`src/rtl/hb_da_decim.sv`:
```
`timescale 1ns/1ps
module hb_da_decim #(
  parameter int DW = 12,
  parameter int CW = 12,
  parameter int FB = 10,
  parameter int signed C0 = 12,
  parameter int signed C2 = -66,
  parameter int signed C4 = 310,
  parameter int OW = DW + CW + 3
) (
  input  logic                 clk,
  input  logic                 rst,
  input  logic                 in_valid,
  input  logic signed [DW-1:0] in_data,
  output logic                 out_valid,
  output logic signed [OW-1:0] out_data,
  output logic                 overflow
);
  localparam int SW   = DW + 1;
  localparam int LW   = CW + 2;
  localparam int CNTW = $clog2(SW);
  localparam int OLEN = 5;
  localparam int ELEN = 3;

  function automatic logic signed [LW-1:0] coef_sum(input logic [2:0] a);
    int v;
    v = 0;
    if (a[0]) v += C0;
    if (a[1]) v += C2;
    if (a[2]) v += C4;
    return LW'(v);
  endfunction

  logic signed [DW-1:0] odd_line [OLEN];
  logic signed [DW-1:0] even_line [ELEN];
  logic signed [SW-1:0] sr0, sr1, sr2;
  logic signed [DW-1:0] ctr;
  logic signed [OW-1:0] acc, term, nxt, cterm;
  logic [CNTW-1:0]      cnt;
  logic [2:0]           fill;
  logic                 phase, busy, emit;

  wire last      = busy && (cnt == CNTW'(SW - 1));
  wire take_odd  = in_valid && phase && (!busy || last);
  wire take_even = in_valid && !phase;
  wire reject    = in_valid && phase && busy && !last;

  wire signed [SW-1:0] pre0 = {in_data[DW-1], in_data} + {odd_line[4][DW-1], odd_line[4]};
  wire signed [SW-1:0] pre1 = {odd_line[0][DW-1], odd_line[0]} + {odd_line[3][DW-1], odd_line[3]};
  wire signed [SW-1:0] pre2 = {odd_line[1][DW-1], odd_line[1]} + {odd_line[2][DW-1], odd_line[2]};

  always_comb begin
    term  = OW'(coef_sum({sr2[cnt], sr1[cnt], sr0[cnt]})) <<< cnt;
    nxt   = last ? acc - term : acc + term;
    cterm = OW'(ctr) <<< (FB - 1);
  end

  always_ff @(posedge clk) begin
    if (rst) begin
      for (int i = 0; i < OLEN; i++) odd_line[i] <= '0;
      for (int i = 0; i < ELEN; i++) even_line[i] <= '0;
      sr0 <= '0; sr1 <= '0; sr2 <= '0;
      ctr <= '0; acc <= '0; cnt <= '0; fill <= '0;
      phase <= 1'b0; busy <= 1'b0; emit <= 1'b0;
      out_valid <= 1'b0; out_data <= '0; overflow <= 1'b0;
    end else begin
      overflow  <= reject;
      out_valid <= 1'b0;
      if (busy) begin
        if (last) begin
          busy      <= 1'b0;
          out_valid <= emit;
          if (emit) out_data <= nxt + cterm;
        end else begin
          acc <= nxt;
          cnt <= cnt + 1'b1;
        end
      end
      if (take_even) begin
        even_line[0] <= in_data;
        for (int i = 1; i < ELEN; i++) even_line[i] <= even_line[i-1];
        phase <= 1'b1;
      end
      if (take_odd) begin
        odd_line[0] <= in_data;
        for (int i = 1; i < OLEN; i++) odd_line[i] <= odd_line[i-1];
        sr0 <= pre0; sr1 <= pre1; sr2 <= pre2;
        ctr   <= even_line[ELEN-1];
        emit  <= (fill == 3'(OLEN));
        if (fill != 3'(OLEN)) fill <= fill + 1'b1;
        acc   <= '0;
        cnt   <= '0;
        busy  <= 1'b1;
        phase <= 1'b0;
      end
    end
  end
endmodule

```
`config.mk`:
```
export PLATFORM = sky130hd
export DESIGN_NAME = hb_da_decim
export DESIGN_NICKNAME = d
export VERILOG_FILES = /design/src/rtl/hb_da_decim.sv
export SDC_FILE = /design/constraint.sdc
export NUM_CORES = 1
export LEC_CHECK = 0
export ABC_CLOCK_PERIOD_IN_PS = 21200
export BUFFER_PORTS_ARGS = -buffer_cell sky130_fd_sc_hd__buf_2
export CORE_ASPECT_RATIO = 0.8
export CORE_MARGIN = 4
export CORE_UTILIZATION = 56
export CTS_CLUSTER_DIAMETER = 40
export DETAILED_ROUTE_END_ITERATION = 7
export PLACE_DENSITY = 0.73
export SYNTH_ARGS = -nofsm -noshare
export SYNTH_HDL_FRONTEND = slang
export SYNTH_SLANG_ARGS = --single-unit
```
`constraint.sdc`:
```
create_clock -name clk -period 21.2 [get_ports clk]
set_input_delay 5.3 -clock clk [delete_from_list [all_inputs] [get_ports clk]]
set_output_delay 5.3 -clock clk [all_outputs]
set_load 0.005 [all_outputs]
```
==> results by stage, run 1 <==
Status:
- The run finished with clean final reports.

Critical path:
- STA puts the critical path data required time at 21660 ps.
- The data arrival at the endpoint of the critical path is 9960 ps.
- The category of the worst setup path capture point is a register.
- The worst-path cell with the longest stage delay is sky130_fd_sc_hd__dfxtp_1.
- The worst register-to-register path ends at out_data[26].
- In this run the critical register-to-register path is launched from cnt[2].
- The critical path start-end classification is reg -> reg.
- The origin of the worst setup path is cnt[2].
- The depth of the most critical reg-to-reg path is 37.
- The maximum net fanout on the critical path is 33.
- The type of origin of the critical path is a register.
- By instance count, the cell type seen most on the critical path is sky130_fd_sc_hd__a21oi_1.
- Across all register-to-register paths, the minimum setup slack is 11700 ps.
- The maximum single-stage delay on the critical path is 670 ps.

Placed design:
- At the end of routability-driven placement, the weighted congestion stood at 0.934.
- OpenSTA, run right after detailed placement, puts the worst setup slack at 11910 ps.
- The wire-length estimate of the detail-placed layout is 22.8 mm.
- The number of buffers added on ports is 42.

STA:
- The final setup TNS is 0 ps.
- Based on the critical path, the design can be clocked at up to 105 MHz.
- At the pin with the least slew margin, the transition time is 1070 ps.
- The count of final max-slew check failures is 0.
- The final hold slack is 447 ps.
- Between clock sinks in the finished design, the worst skew comes to 23.9 ps.
- Setup violations remaining at the end of the flow were counted as 0.
- The number of hold violations in the final report is 0.
- Setup repair after global routing left no endpoint under its margin.
- Measured against its own limit, the worst slew margin works out to 28.4%.
- The share of the cycle needed by the critical path after routing is 44.8%.
- The post-layout minimum cycle time is 9500 ps.
- The worst path meets setup with 11700 ps of slack.

Clocking:
- The TritonCTS clock tree is yes.
- The tree built by TritonCTS fans out to 211 sinks.
- In this run, CTS created clock tree buffers numbering 31.
- In this run the clock root is driven by a sky130_fd_sc_hd__clkbuf_16.
- The CTS clock-pin slew for the worst setup and hold paths is 60 ps.
- The number of hold buffers added after cts is 0.
- The maximum count of clock buffers along a single path is 3.
- The count of cells resized by post-cts repair is 0.
- At the later pin of the worst-skew pair, clock insertion delay measures 570 ps.
- The total setup buffers inserted after CTS is 0.
- The total number of H-tree levels is 1.

Power and ir drop:
- The static leakage is 0.00601 uW.
- Combinational cells account for 29.2% of the total power.
- The power share of the clock group is 37.5%.
- Of the total power, registers draw 33.3%.
- Net switching is 33.9% of the power.
- For this design the total switching power over the nets is 470 uW.
- Power comes to 1380 uW.
- Across the VDD grid, the largest voltage drop is 0.0848 mV.
- The areal power density over the cells is 96.2 mW/mm^2.
- Internal power comes to 915 uW.

Route:
- In this run, the number of DRC markers left after iteration 0 of detailed routing was 1083.
- The total length of routed wires is 32.3 mm.
- The DRC violations left is 0.
- The first detailed-routing pass ran for 5 iterations.
- After detailed routing, the average wire length per cell comes to 18.0 um.
- The count of nets left with antenna violations once routing finished came out at 0.
- The average vias per placed instance is 5.96.
- The number of vias in the routed layout is 10700.

Floorplanning:
- The initial core utilization is 57.1%.
- The top-level port count is 44.
- The die is 178 um wide.
- The area of the placeable core is 0.0226 sq mm.
- After floorplanning, the core was divided into 49 placement rows.
- The die covers 0.0255 sq mm.
- The die height is 144 um.

Logic synthesis:
- The fraction of synthesized cell area in xor and xnor cells is 5.84%.
- By area, the combinational part of the netlist is dominated by simple AND/OR/NAND/NOR gates.
- The fraction of the mapped netlist area in compound gates is 17.8%.
- The synthesized area per cell is 8.93 sq um.
- Of the total synthesized cell area, the portion taken by AND, OR, NAND and NOR gates is 20.7%.
- The distinct cell type count of the synthesized netlist is 85.
- The cell area that synthesis handed to floorplanning was 0.0129 sq mm.
- The synthesis-stage register bit count is 211.
- The number of nets in the synthesized netlist is 1554.
- Summing the areas of all fa, ha and maj instances in the mapped netlist gives 9.45% of the synthesized area.
- The share of the Yosys chip area taken by registers is 40.2%.
- The number of warnings printed during yosys synthesis is 0.
- In the synthesized netlist, the number of instances is 1444.
- Of the post-synthesis cell area, the part taken by muxes is 2.24%.
- The number of enable-type register cells in the synthesized netlist is 96.
- The async set or reset register ratio after synthesis is 0%.
- In the synthesized netlist the dominant register cell turns out to be sky130_fd_sc_hd__dfxtp_1.

Hold path:
- The path with the worst hold slack has its endpoint at sr2[8].
- The min-delay analysis places its worst path in the category reg -> reg.
- The origin of the worst min-delay path is sr2[8].
- The number of cells on the worst hold path is 2.

Final layout:
- The count of nets after finishing is 1570.
- The share of layout cells above drive strength 1 is 9.83%.
- The library cells used most frequently in the layout, excluding fill and tap cells, are sky130_fd_sc_hd__nand2_1 (213), sky130_fd_sc_hd__a21oi_1 (150), sky130_fd_sc_hd__dfxtp_1 (115).
- The commonest non-fill, non-tap cell in the layout is sky130_fd_sc_hd__nand2_1.
- The number of diodes added for antenna fixing is 0.
- The area growth from synthesis to layout is 11.7%.

GRT:
- The via count of the first global-routing pass was 9853.
- Global routing used 25.1% of the available tracks across all layers.
- After global routing the overflow that remains totals 0.
- The number of antenna violations at the first check in global routing came to 0.
- Entering global routing, the biggest net connects 87 pins.
- The wire length of the first global-routing pass is 52.2 mm.

Job:
- Across the run, the number of max-cap violations was 0.
-- cell usage after synthesis (20+ instances only) --
library cell	count	area share (%)
sky130_fd_sc_hd__clkbuf_1	63	1.8
sky130_fd_sc_hd__ha_1	91	8.8
sky130_fd_sc_hd__inv_1	46	1.3
sky130_fd_sc_hd__nand3_1	23	0.89
sky130_fd_sc_hd__nor2_1	96	2.8
sky130_fd_sc_hd__nor3_1	24	0.93
sky130_fd_sc_hd__and2_1	100	4.9
sky130_fd_sc_hd__a21oi_1	150	5.8
sky130_fd_sc_hd__o21ai_0	43	1.7
sky130_fd_sc_hd__dfxtp_1	115	18
sky130_fd_sc_hd__nand2_1	213	6.2
sky130_fd_sc_hd__xnor2_1	55	3.7
sky130_fd_sc_hd__xor2_1	31	2.1
sky130_fd_sc_hd__a21o_1	25	1.5
sky130_fd_sc_hd__edfxtp_1	96	22
sky130_fd_sc_hd__nor2b_1	20	0.97
-- per-stage QoR --
stage               area [sq um]  instances  util (%)
finish                     14400       1791      63.8
global route               14400       1791      63.8
CTS                        14400       1791      63.8
detailed placement         13300       1733      59.0
global placement           13300       1733      59.0
floorplan                  12900       1444         -
-- metal layers --
| metal | up-vias | global-route usage, % | wire [um] |
|---|---|---|---|
| met5 | - | 0 | 0 |
| met3 | 53 | 3.71 | 2090 |
| met1 | 5112 | 38.0 | 15600 |
| met4 | 0 | 4.76 | 580 |
| li1 | 5160 | - | - |
| met2 | 343 | 38.9 | 14000 |
-- worst max-delay path by stage --
| stage | endpoint | slack [ps] | depth (start not counted) |
|---|---|---|---|
| 2_1_floorplan | out_data[26] | 12510 | 39 |
| 3_3_place_gp | out_data[26] | 12090 | 37 |
| 3_5_place_dp | out_data[26] | 11910 | 37 |
| 4_1_cts | out_data[26] | 11830 | 37 |
| 5_1_grt | out_data[26] | 11070 | 37 |
| 6_report | out_data[26] | 11700 | 37 |
-- layout make-up --
type / instances / area [sq um]
sequential: 211 / 5180
tap: 306 / 383
timing repair buffer: 57 / 323
clock buffer: 36 / 837
fill: 1908 / 8170
inverter: 50 / 189
multi-input combinational: 1109 / 7240
clock inverter: 22 / 240
-- state kept, by name (all words and copies together) (netlist names) --
| register | cells |
|---|---|
| out_valid | 1 |
| phase | 1 |
| overflow | 1 |
| sr1 | 13 |
| acc | 26 |
| odd_line | 60 |
| busy | 1 |
| ctr | 12 |
| emit | 1 |
| cnt | 4 |
| fill | 3 |
| sr0 | 13 |
| even_line | 36 |
| sr2 | 13 |
| out_data | 26 |
-- cell families (layout without fill, tap and decap cells) --
family                   count (synthesis)  count (layout)
AO/OA/AOI/OAI                          356             356
XOR/XNOR                                86              86
adder cells (fa/ha/maj)                 95              95
buffers and inverters                  124             165
flip-flops                             211             211
multiplexers                            22              22
other                                    1               1
AND/OR/NAND/NOR                        549             549
-- power groups by stage --
stage,logic [uW],registers [uW],clock network [uW]
CTS,397,461,527
detailed placement,394,469,0
global route,445,463,545
global placement,390,469,0
finish,404,461,519
floorplan,307,465,0
-- worst max-delay path: cells and delay by family, from the launching register on --
family	cells	cell delay, ps
AOI/OAI and AO/OA	18	4500
xor gates and xnor gates	4	600
adders and majority gates	3	970
buffers and inverters	3	680
DFF	1	670
muxes	2	460
and+or+nand+nor	7	1490
No activity file was read; power rests on OpenSTA's default activity.
==> run 2, diff against run 1 <==
--- a/config.mk
+++ b/config.mk
@@ -5,7 +5,7 @@
 export SDC_FILE = /design/constraint.sdc
 export NUM_CORES = 1
 export LEC_CHECK = 0
-export ABC_CLOCK_PERIOD_IN_PS = 21200
+export ABC_CLOCK_PERIOD_IN_PS = 9150
 export BUFFER_PORTS_ARGS = -buffer_cell sky130_fd_sc_hd__buf_2
 export CORE_ASPECT_RATIO = 0.8
 export CORE_MARGIN = 4
==> constraint.sdc (replaced) <==
create_clock -name clk -period 9.15 [get_ports clk]
set_input_delay 2.2875 -clock clk [delete_from_list [all_inputs] [get_ports clk]]
set_output_delay 2.2875 -clock clk [all_outputs]
set_load 0.005 [all_outputs]
==> results by stage, run 2 (synthesized netlist as in run 1, its figures left out) <==
Final layout:
- Registers with the highest flip-flop counts: odd_line: 60 flops, even_line: 36 flops (unchanged).
- Most frequent cells in the layout: sky130_fd_sc_hd__nand2_1 (213), sky130_fd_sc_hd__a21oi_1 (150), sky130_fd_sc_hd__dfxtp_1 (114) (was sky130_fd_sc_hd__nand2_1 (213), sky130_fd_sc_hd__a21oi_1 (150), sky130_fd_sc_hd__dfxtp_1 (115)).
- The number of flip-flops under the largest register name was 60 (unchanged).
- The largest register by flop count is odd_line (unchanged).
- The layout-stage area growth over the synthesis result is 12.0% (was 11.7%).
- The count of nets after finishing is 1576 (was 1570).
- The share of layout cells above drive strength 1 is 10.6% (was 9.83%).
- The commonest non-fill, non-tap cell in the layout is sky130_fd_sc_hd__nand2_1 (unchanged).
- The number of diodes added for antenna fixing is 0 (unchanged).
- The total of fill cells in the finished design is 1911 (was 1908).

Clocking:
- The total number of H-tree levels is 1 (unchanged).
- The TritonCTS buffer count is 29 (was 31).
- The total setup buffers inserted after CTS is 0 (unchanged).
- The clock tree root buffer cell is sky130_fd_sc_hd__clkbuf_16 (unchanged).
- The TritonCTS clock tree is yes (unchanged).
- The insertion delay to the later sink of the worst-skew pair is 540 ps (was 570 ps).
- The number of hold buffers added after cts is 0 (unchanged).
- The maximum count of clock buffers along a single path is 3 (unchanged).
- The number of sinks on the clock net is 211 (unchanged).
- The count of cells resized by post-cts repair is 0 (unchanged).
- The CTS clock-pin slew for the worst setup and hold paths is 60 ps (about the same).

Hold path:
- The class of the most critical hold timing path is reg -> reg (unchanged).
- The origin of the worst min-delay path is out_data[21] (was sr2[8]).
- The number of cells on the worst hold path is 2 (unchanged).

Placed design:
- The post-detailed-placement half-perimeter wirelength is 23.4 mm (was 22.8 mm).
- The post-placement setup slack was 400 ps (was 11910 ps).
- The number of buffers added on ports is 42 (unchanged).
- The placer congestion estimate was 0.912 (was 0.934).

Critical path:
- The data arrival at the endpoint of the critical path came to 9000 ps (was 9960 ps).
- The worst-path cell with the longest stage delay is sky130_fd_sc_hd__mux4_2 (was sky130_fd_sc_hd__dfxtp_1).
- The maximum single-stage delay on the critical path was 540 ps (was 670 ps).
- The category of the worst setup path capture point is a register (unchanged).
- The maximum net fanout on the critical path was 7 (was 33).
- The critical path start-end classification is reg -> reg (unchanged).
- The start of the worst register-to-register path is cnt[0] (was cnt[2]).
- The origin of the worst setup path is cnt[0] (was cnt[2]).
- The depth of the most critical reg-to-reg path came to 35 (was 37).
- The required arrival time at the worst endpoint is 9630 ps (was 21660 ps).
- The type of origin of the critical path is a register (unchanged).

GRT:
- The number of antenna violations at the first check in global routing is 0 (unchanged).
- The total global-route track usage is 25.9% (was 25.1%).
- The via count of the first global-routing pass is 10200 (was 9853).
- The maximum number of pins on one net before global-route repair was 79 (was 87).
- The wire length of the first global-routing pass came to 53.4 mm (was 52.2 mm).
- The remaining global-route overflow is 0 (unchanged).

Route:
- The average vias per placed instance is 5.90 (was 5.96).
- The DRC violations left is 0 (unchanged).
- The uppermost signal routing layer after detailed routing is met4 (unchanged).
- The sum of met2 wire segment lengths after detailed routing came to 14.7 mm (was 14.0 mm).
- The detail-routed net length per standard cell is 18.3 um (was 18.0 um).
- The met3 wire length is 2.19 mm (was 2.09 mm).
- The length of routed wiring on met1 is 15.2 mm (was 15.6 mm).
- The number of violations reported at the end of detailed-routing iteration 0 was 882 (was 1083).
- The number of nets with antenna violations after detailed routing is 0 (unchanged).
- The number of vias in the routed layout is 10600 (was 10700).
- The total length of routed wires came to 32.8 mm (was 32.3 mm).
- The number of search-and-repair iterations in the first detailed-routing pass is 6 (was 5).

Floorplanning:
- The area of the placeable core came to 0.0226 sq mm (unchanged).
- The x dimension of the die is 178 um (unchanged).
- The top-level port count is 44 (unchanged).
- The initial core utilization is 57.1% (unchanged).
- The area of the die was 0.0255 sq mm (unchanged).
- The die height came to 144 um (unchanged).
- The total number of placement rows is 49 (unchanged).

STA:
- The worst clock skew was 21.9 ps (was 23.9 ps).
- The headroom to the max-slew limit is 32.9% (was 28.4%).
- The final number of setup-violating endpoints is 0 (unchanged).
- The final hold slack came to 449 ps (was 447 ps).
- The minimum setup slack in the final design is 625 ps (was 11700 ps).
- The share of the cycle needed by the critical path after routing is 93.2% (was 44.8%).
- The highest attainable clock frequency came to 117 MHz (was 105 MHz).
- The actual slew at the worst max-slew pin was 1010 ps (was 1070 ps).
- The number of hold violations in the final report was 0 (unchanged).
- The count of final max-slew check failures was 0 (unchanged).
- The post-layout minimum cycle time is 8520 ps (was 9500 ps).

Status:
- Run status: complete, no violations (unchanged).

Power and ir drop:
- The areal power density over the cells is 218 mW/mm^2 (was 96.2 mW/mm^2).
- The largest vdd supply drop is 0.155 mV (was 0.0848 mV).
- The static leakage was 0.00602 uW (was 0.00601 uW).

Job:
- The max-capacitance violation count came to 0 (unchanged).
==> run 2: cell count changes in the layout (fill, tap and decap cells not counted), moves of 3 or more <==
cell                       change
sky130_fd_sc_hd__o31ai_2       +3
sky130_fd_sc_hd__o31ai_1       -3
sky130_fd_sc_hd__clkbuf_8      +3
sky130_fd_sc_hd__clkinv_4      -3
sky130_fd_sc_hd__buf_4         +6
sky130_fd_sc_hd__clkinv_1      +3
sky130_fd_sc_hd__clkinv_8      -3
==> run 2: worst max-delay path, delay by kind of cell (launching register included) <==
kind | cells | cell delay, ps
AOI/OAI and AO/OA | 15 | 3350
xor gates and xnor gates | 2 | 530
adders and majority gates | 3 | 1050
buffers and inverters | 2 | 230
DFF | 1 | 470
muxes | 2 | 630
and+or+nand+nor | 11 | 2200
==> run 2: metal layers <==
metal | global-route usage [%] | vias to the layer above
li1 | - | 5160
met1 | 37.5 | 5054
met2 | 41.7 | 333
met3 | 4.05 | 43
met4 | 5.21 | 0
met5 | 0 | -
==> run 2: layout make-up <==
class | count | area, sq um | share of cell area [%]
inverter | 50 | 189 | 1.31
timing repair buffer | 65 | 394 | 2.73
clock buffer | 36 | 825 | 5.71
tap | 306 | 383 | 2.65
clock inverter | 17 | 174 | 1.21
sequential | 211 | 5190 | 35.9
multi-input combinational | 1109 | 7280 | 50.5
==> run 2: report_power, final <==
part	internal, uW	total [uW]	leakage [uW]	switching, uW
clock network	703	1130	0.000487	431
registers	1040	1070	0.00195	28.3
logic	374	950	0.00358	576
==> run 2: metrics by stage <==
stage	utilization [%]	area [sq um]	power [uW]	cells	setup TNS, ps
floorplan	-	12900	1790	1444	0
global placement	59.3	13400	1990	1741	0
detailed placement	59.3	13400	2010	1741	0
CTS	63.7	14400	3160	1794	0
global route	64.0	14400	3330	1794	-66.6
finish	64.0	14400	3150	1794	0
==> run 2: worst paths after layout <==
check / end / slack, ps
worst min register to register: out_data[21] / 450
worst max register to register: out_data[25] / 630
worst min-delay path: out_data[21] / 450
worst max-delay path: out_data[25] / 630
==> run 3, diff against run 2 <==
--- a/config.mk
+++ b/config.mk
@@ -5,6 +5,7 @@
 export SDC_FILE = /design/constraint.sdc
 export NUM_CORES = 1
 export LEC_CHECK = 0
+export ABC_AREA = 1
 export ABC_CLOCK_PERIOD_IN_PS = 9150
 export BUFFER_PORTS_ARGS = -buffer_cell sky130_fd_sc_hd__buf_2
 export CORE_ASPECT_RATIO = 0.8
==> results by stage, run 3 <==
Status:
- Run status: complete, no violations (unchanged).

Final layout:
- The number of diodes added for antenna fixing is 0 (unchanged).
- The share of layout cells above drive strength 1 is 10.5% (was 10.6%).
- The post-layout instance area was 0.0144 sq mm (about the same).
- Registers with the highest flip-flop counts: odd_line: 60 flops, even_line: 36 flops (unchanged).
- The layout-stage area growth over the synthesis result is 12.2% (was 12.0%).
- The largest register by flop count is odd_line (unchanged).
- The count of nets after finishing was 1803 (was 1576).
- The fraction of the core area covered by cells at the end of the flow came to 64.1% (was 64.0%).
- The number of flip-flops under the largest register name is 60 (unchanged).
- The total of fill cells in the finished design is 1922 (was 1911).
- Most frequent cells in the layout: sky130_fd_sc_hd__nand2_1 (256), sky130_fd_sc_hd__inv_1 (256), sky130_fd_sc_hd__nor2_1 (255) (was sky130_fd_sc_hd__nand2_1 (213), sky130_fd_sc_hd__a21oi_1 (150), sky130_fd_sc_hd__dfxtp_1 (114)).

Critical path:
- The minimum setup slack among reg-to-reg paths is 1160 ps (was 630 ps).
- The critical path start-end classification is reg -> reg (unchanged).
- The worst-path cell with the longest stage delay is sky130_fd_sc_hd__dfxtp_1 (was sky130_fd_sc_hd__mux4_2).
- The depth of the most critical reg-to-reg path is 46 (was 35).
- The gate family responsible for the most delay along the worst path was simple AND/OR/NAND/NOR gates (was compound AO/OA/AOI/OAI gates).
- The required arrival time at the worst endpoint is 9540 ps (was 9630 ps).
- The maximum single-stage delay on the critical path is 770 ps (was 540 ps).
- The type of origin of the critical path is a register (unchanged).
- Among the stages of the critical path, the cell type that occurs most often is sky130_fd_sc_hd__nand2_1.
- The category of the worst setup path capture point is a register (unchanged).
- The critical path depth in cells is 46 (was 35).
- The total buffers and inverters traversed by the critical path is 7 (was 2).
- The data arrival at the endpoint of the critical path is 8380 ps (was 9000 ps).
- The maximum net fanout on the critical path is 30 (was 7).

STA:
- The actual slew at the worst max-slew pin was 1060 ps (was 1010 ps).
- Setup repair after global routing left no endpoint under its margin.
- The headroom to the max-slew limit is 28.9% (was 32.9%).
- The highest attainable clock frequency is 125 MHz (was 117 MHz).
- The number of hold violations in the final report is 0 (unchanged).
- The minimum setup slack in the final design is 1160 ps (was 625 ps).
- The final number of setup-violating endpoints is 0 (unchanged).
- The final setup TNS is 0 ps (unchanged).
- The count of final max-slew check failures was 0 (unchanged).
- The share of the cycle needed by the critical path after routing is 87.3% (was 93.2%).
- The post-layout minimum cycle time is 7990 ps (was 8520 ps).
- The worst clock skew is 35.4 ps (was 21.9 ps).

Clocking:
- The total number of H-tree levels is 2 (was 1).
- The maximum count of clock buffers along a single path is 3 (unchanged).
- The number of hold buffers added after cts is 0 (unchanged).
- The CTS clock-pin slew for the worst setup and hold paths came to 60 ps (about the same).
- The TritonCTS buffer count is 34 (was 29).
- The TritonCTS clock tree is yes (unchanged).
- The clock tree root buffer cell was sky130_fd_sc_hd__clkbuf_16 (unchanged).
- The insertion delay to the later sink of the worst-skew pair was 520 ps (was 540 ps).
- The total setup buffers inserted after CTS is 0 (unchanged).
- The number of sinks on the clock net was 211 (unchanged).

Power and ir drop:
- The power share of the clock group is 40.8% (was 36.0%).
- The switching share of power is 33.0% (was 32.8%).
- The largest vdd supply drop is 0.147 mV (was 0.155 mV).
- The static leakage is 0.00708 uW (was 0.00602 uW).
- The areal power density over the cells is 222 mW/mm^2 (was 218 mW/mm^2).
- The part of the total power dissipated in sequential elements is 33.5% (was 33.9%).
- The internal power component came to 2140 uW (was 2120 uW).
- The portion of total power attributed to combinational logic came to 25.6% (was 30.1%).
- The switching power of the nets came to 1060 uW (was 1040 uW).

Route:
- The number of nets with antenna violations after detailed routing is 0 (unchanged).
- The DRC violations left is 0 (unchanged).
- The detail-routed net length per standard cell is 15.2 um (was 18.3 um).
- The number of vias in the routed layout is 10700 (was 10600).
- The average vias per placed instance is 5.30 (was 5.90).
- The number of violations reported at the end of detailed-routing iteration 0 came to 993 (was 882).
- The total length of routed wires was 30.7 mm (was 32.8 mm).
- The number of search-and-repair iterations in the first detailed-routing pass is 5 (was 6).

Placed design:
- The post-detailed-placement half-perimeter wirelength is 21.7 mm (was 23.4 mm).
- The post-placement setup slack was 1030 ps (was 400 ps).
- The instance area after placement was 0.0133 sq mm (was 0.0134 sq mm).
- The placer congestion estimate is 0.891 (was 0.912).
- The number of buffers added on ports was 42 (unchanged).

Logic synthesis:
- The cell area after synthesis came to 0.0129 sq mm (about the same).
- The synthesized area per cell came to 7.74 sq um (was 8.93 sq um).
- Top cells by area, synth: sky130_fd_sc_hd__edfxtp_1 (22%), sky130_fd_sc_hd__dfxtp_1 (18%), sky130_fd_sc_hd__ha_1 (8.9%), sky130_fd_sc_hd__inv_1 (7.5%), sky130_fd_sc_hd__nor2_1 (7.5%) (was sky130_fd_sc_hd__edfxtp_1 (22%), sky130_fd_sc_hd__dfxtp_1 (18%), sky130_fd_sc_hd__ha_1 (8.8%), sky130_fd_sc_hd__nand2_1 (6.2%), sky130_fd_sc_hd__a21oi_1 (5.8%)).
- The async set or reset register ratio after synthesis is 0% (unchanged).
- The distinct cell type count of the synthesized netlist is 54 (was 85).
- The fraction of post-synthesis cell area in the top cell type by area is 22.4% (about the same).
- The primary flip-flop cell chosen by synthesis mapping is sky130_fd_sc_hd__dfxtp_1 (unchanged).
- The number of warnings printed during yosys synthesis is 0 (unchanged).
- The number of instances in the synthesized netlist came to 1662 (was 1444).
- The synthesis-stage register bit count is 211 (unchanged).
- Commonest cells in the netlist: sky130_fd_sc_hd__inv_1 (257), sky130_fd_sc_hd__nor2_1 (257), sky130_fd_sc_hd__nand2_1 (256), sky130_fd_sc_hd__o21ai_0 (117), sky130_fd_sc_hd__dfxtp_1 (115) (was sky130_fd_sc_hd__nand2_1 (213), sky130_fd_sc_hd__a21oi_1 (150), sky130_fd_sc_hd__dfxtp_1 (115), sky130_fd_sc_hd__and2_1 (100)).
- The number of enable-type register cells in the synthesized netlist came to 96 (unchanged).
- The cell type contributing the most total cell area after synthesis is sky130_fd_sc_hd__edfxtp_1 (unchanged).
- The post-synth net total is 1772 (was 1554).
- The sequential-to-total area share from yosys stat is 40.3% (was 40.2%).

Job:
- The max-capacitance violation count is 0 (unchanged).

Floorplanning:
- The die height is 144 um (about the same).
- The top-level port count is 44 (unchanged).
- The x dimension of the die is 177 um (was 178 um).
- The area of the die is 0.0255 sq mm (about the same).
- The total number of placement rows came to 49 (unchanged).
- The area of the placeable core is 0.0225 sq mm (was 0.0226 sq mm).
- The initial core utilization came to 57.1% (about the same).

GRT:
- The via count of the first global-routing pass is 9990 (was 10200).
- The remaining global-route overflow is 0 (unchanged).
- The wire length of the first global-routing pass is 50.1 mm (was 53.4 mm).
- The maximum number of pins on one net before global-route repair is 61 (was 79).
- The number of antenna violations at the first check in global routing came to 0 (unchanged).
- The total global-route track usage is 24.2% (was 25.9%).

Hold path:
- The number of cells on the worst hold path is 2 (unchanged).
- The class of the most critical hold timing path is reg -> reg (unchanged).
[run 3: cell count changes after synthesis, moves of 42 or more]
cell,before,now
sky130_fd_sc_hd__o21ai_0,43,117
sky130_fd_sc_hd__a21oi_1,150,108
sky130_fd_sc_hd__nand2_1,213,256
sky130_fd_sc_hd__and2_1,100,4
sky130_fd_sc_hd__inv_1,46,257
sky130_fd_sc_hd__nand3_1,23,79
sky130_fd_sc_hd__nor2_1,96,257
[run 3: cell type report]
class | count | area (sq um) | share of cell area, %
well taps | 306 | 383 | 2.65
repair buffers | 55 | 308 | 2.13
flip-flops and latches | 211 | 5190 | 35.9
inverters | 266 | 1000 | 6.95
clock buffers | 43 | 936 | 6.49
clock inverters | 19 | 225 | 1.56
multi-input cells | 1125 | 6390 | 44.3
[run 3: cells by family (layout without fill, tap and decap cells)]
logic type,Yosys count,after routing,share of synthesized area [%]
simple gates,670,670,22.7
buf+inv,326,383,10.1
compound gates,293,293,12.8
flops,211,211,40.3
fa+ha+maj,95,95,9.48
xor+xnor,66,66,4.50
other cells,1,1,0.0292
[run 3: metrics by stage]
step,hold WS [ps],power (uW),std cells
floorplan,421,1700,1662
global placement,443,1880,1963
detailed placement,447,1890,1963
CTS,457,3210,2025
global route,478,3370,2025
finish,456,3200,2025
[run 3: final timing paths]
| path | end | startpoint |
|---|---|---|
| setup / recovery | out_data[26] | cnt[0] |
| hold / removal | sr0[8] | sr0[8] |
| setup reg to reg | out_data[26] | cnt[0] |
| hold reg to reg | sr0[8] | sr0[8] |
[run 3: routing by layer]
metal  GRT usage [%]  share of wire (%)
met1            35.4                 48
met3            4.76                7.8
met4            6.43                2.0
met2            37.0                 42
met5               0                  0
[run 3: tightest hold or removal path, cell delays in order (launching register included)]
cell                      delay [ps]
sky130_fd_sc_hd__dfxtp_1         310
sky130_fd_sc_hd__nand2_1          60
sky130_fd_sc_hd__nand2_1          50
[run 3: repair_timing]
action                                  in CTS  in global routing
hold endpoints to repair                     0                  0
gates resized for setup                      0                  1
endpoints found under the setup margin       0                  1
[run 3: power by group through the flow]
stage,combinational [uW],clock [uW],sequential (uW)
global placement,787,0,1090
floorplan,620,0,1080
finish,821,1310,1070
CTS,807,1330,1070
global route,919,1370,1080
detailed placement,801,0,1090
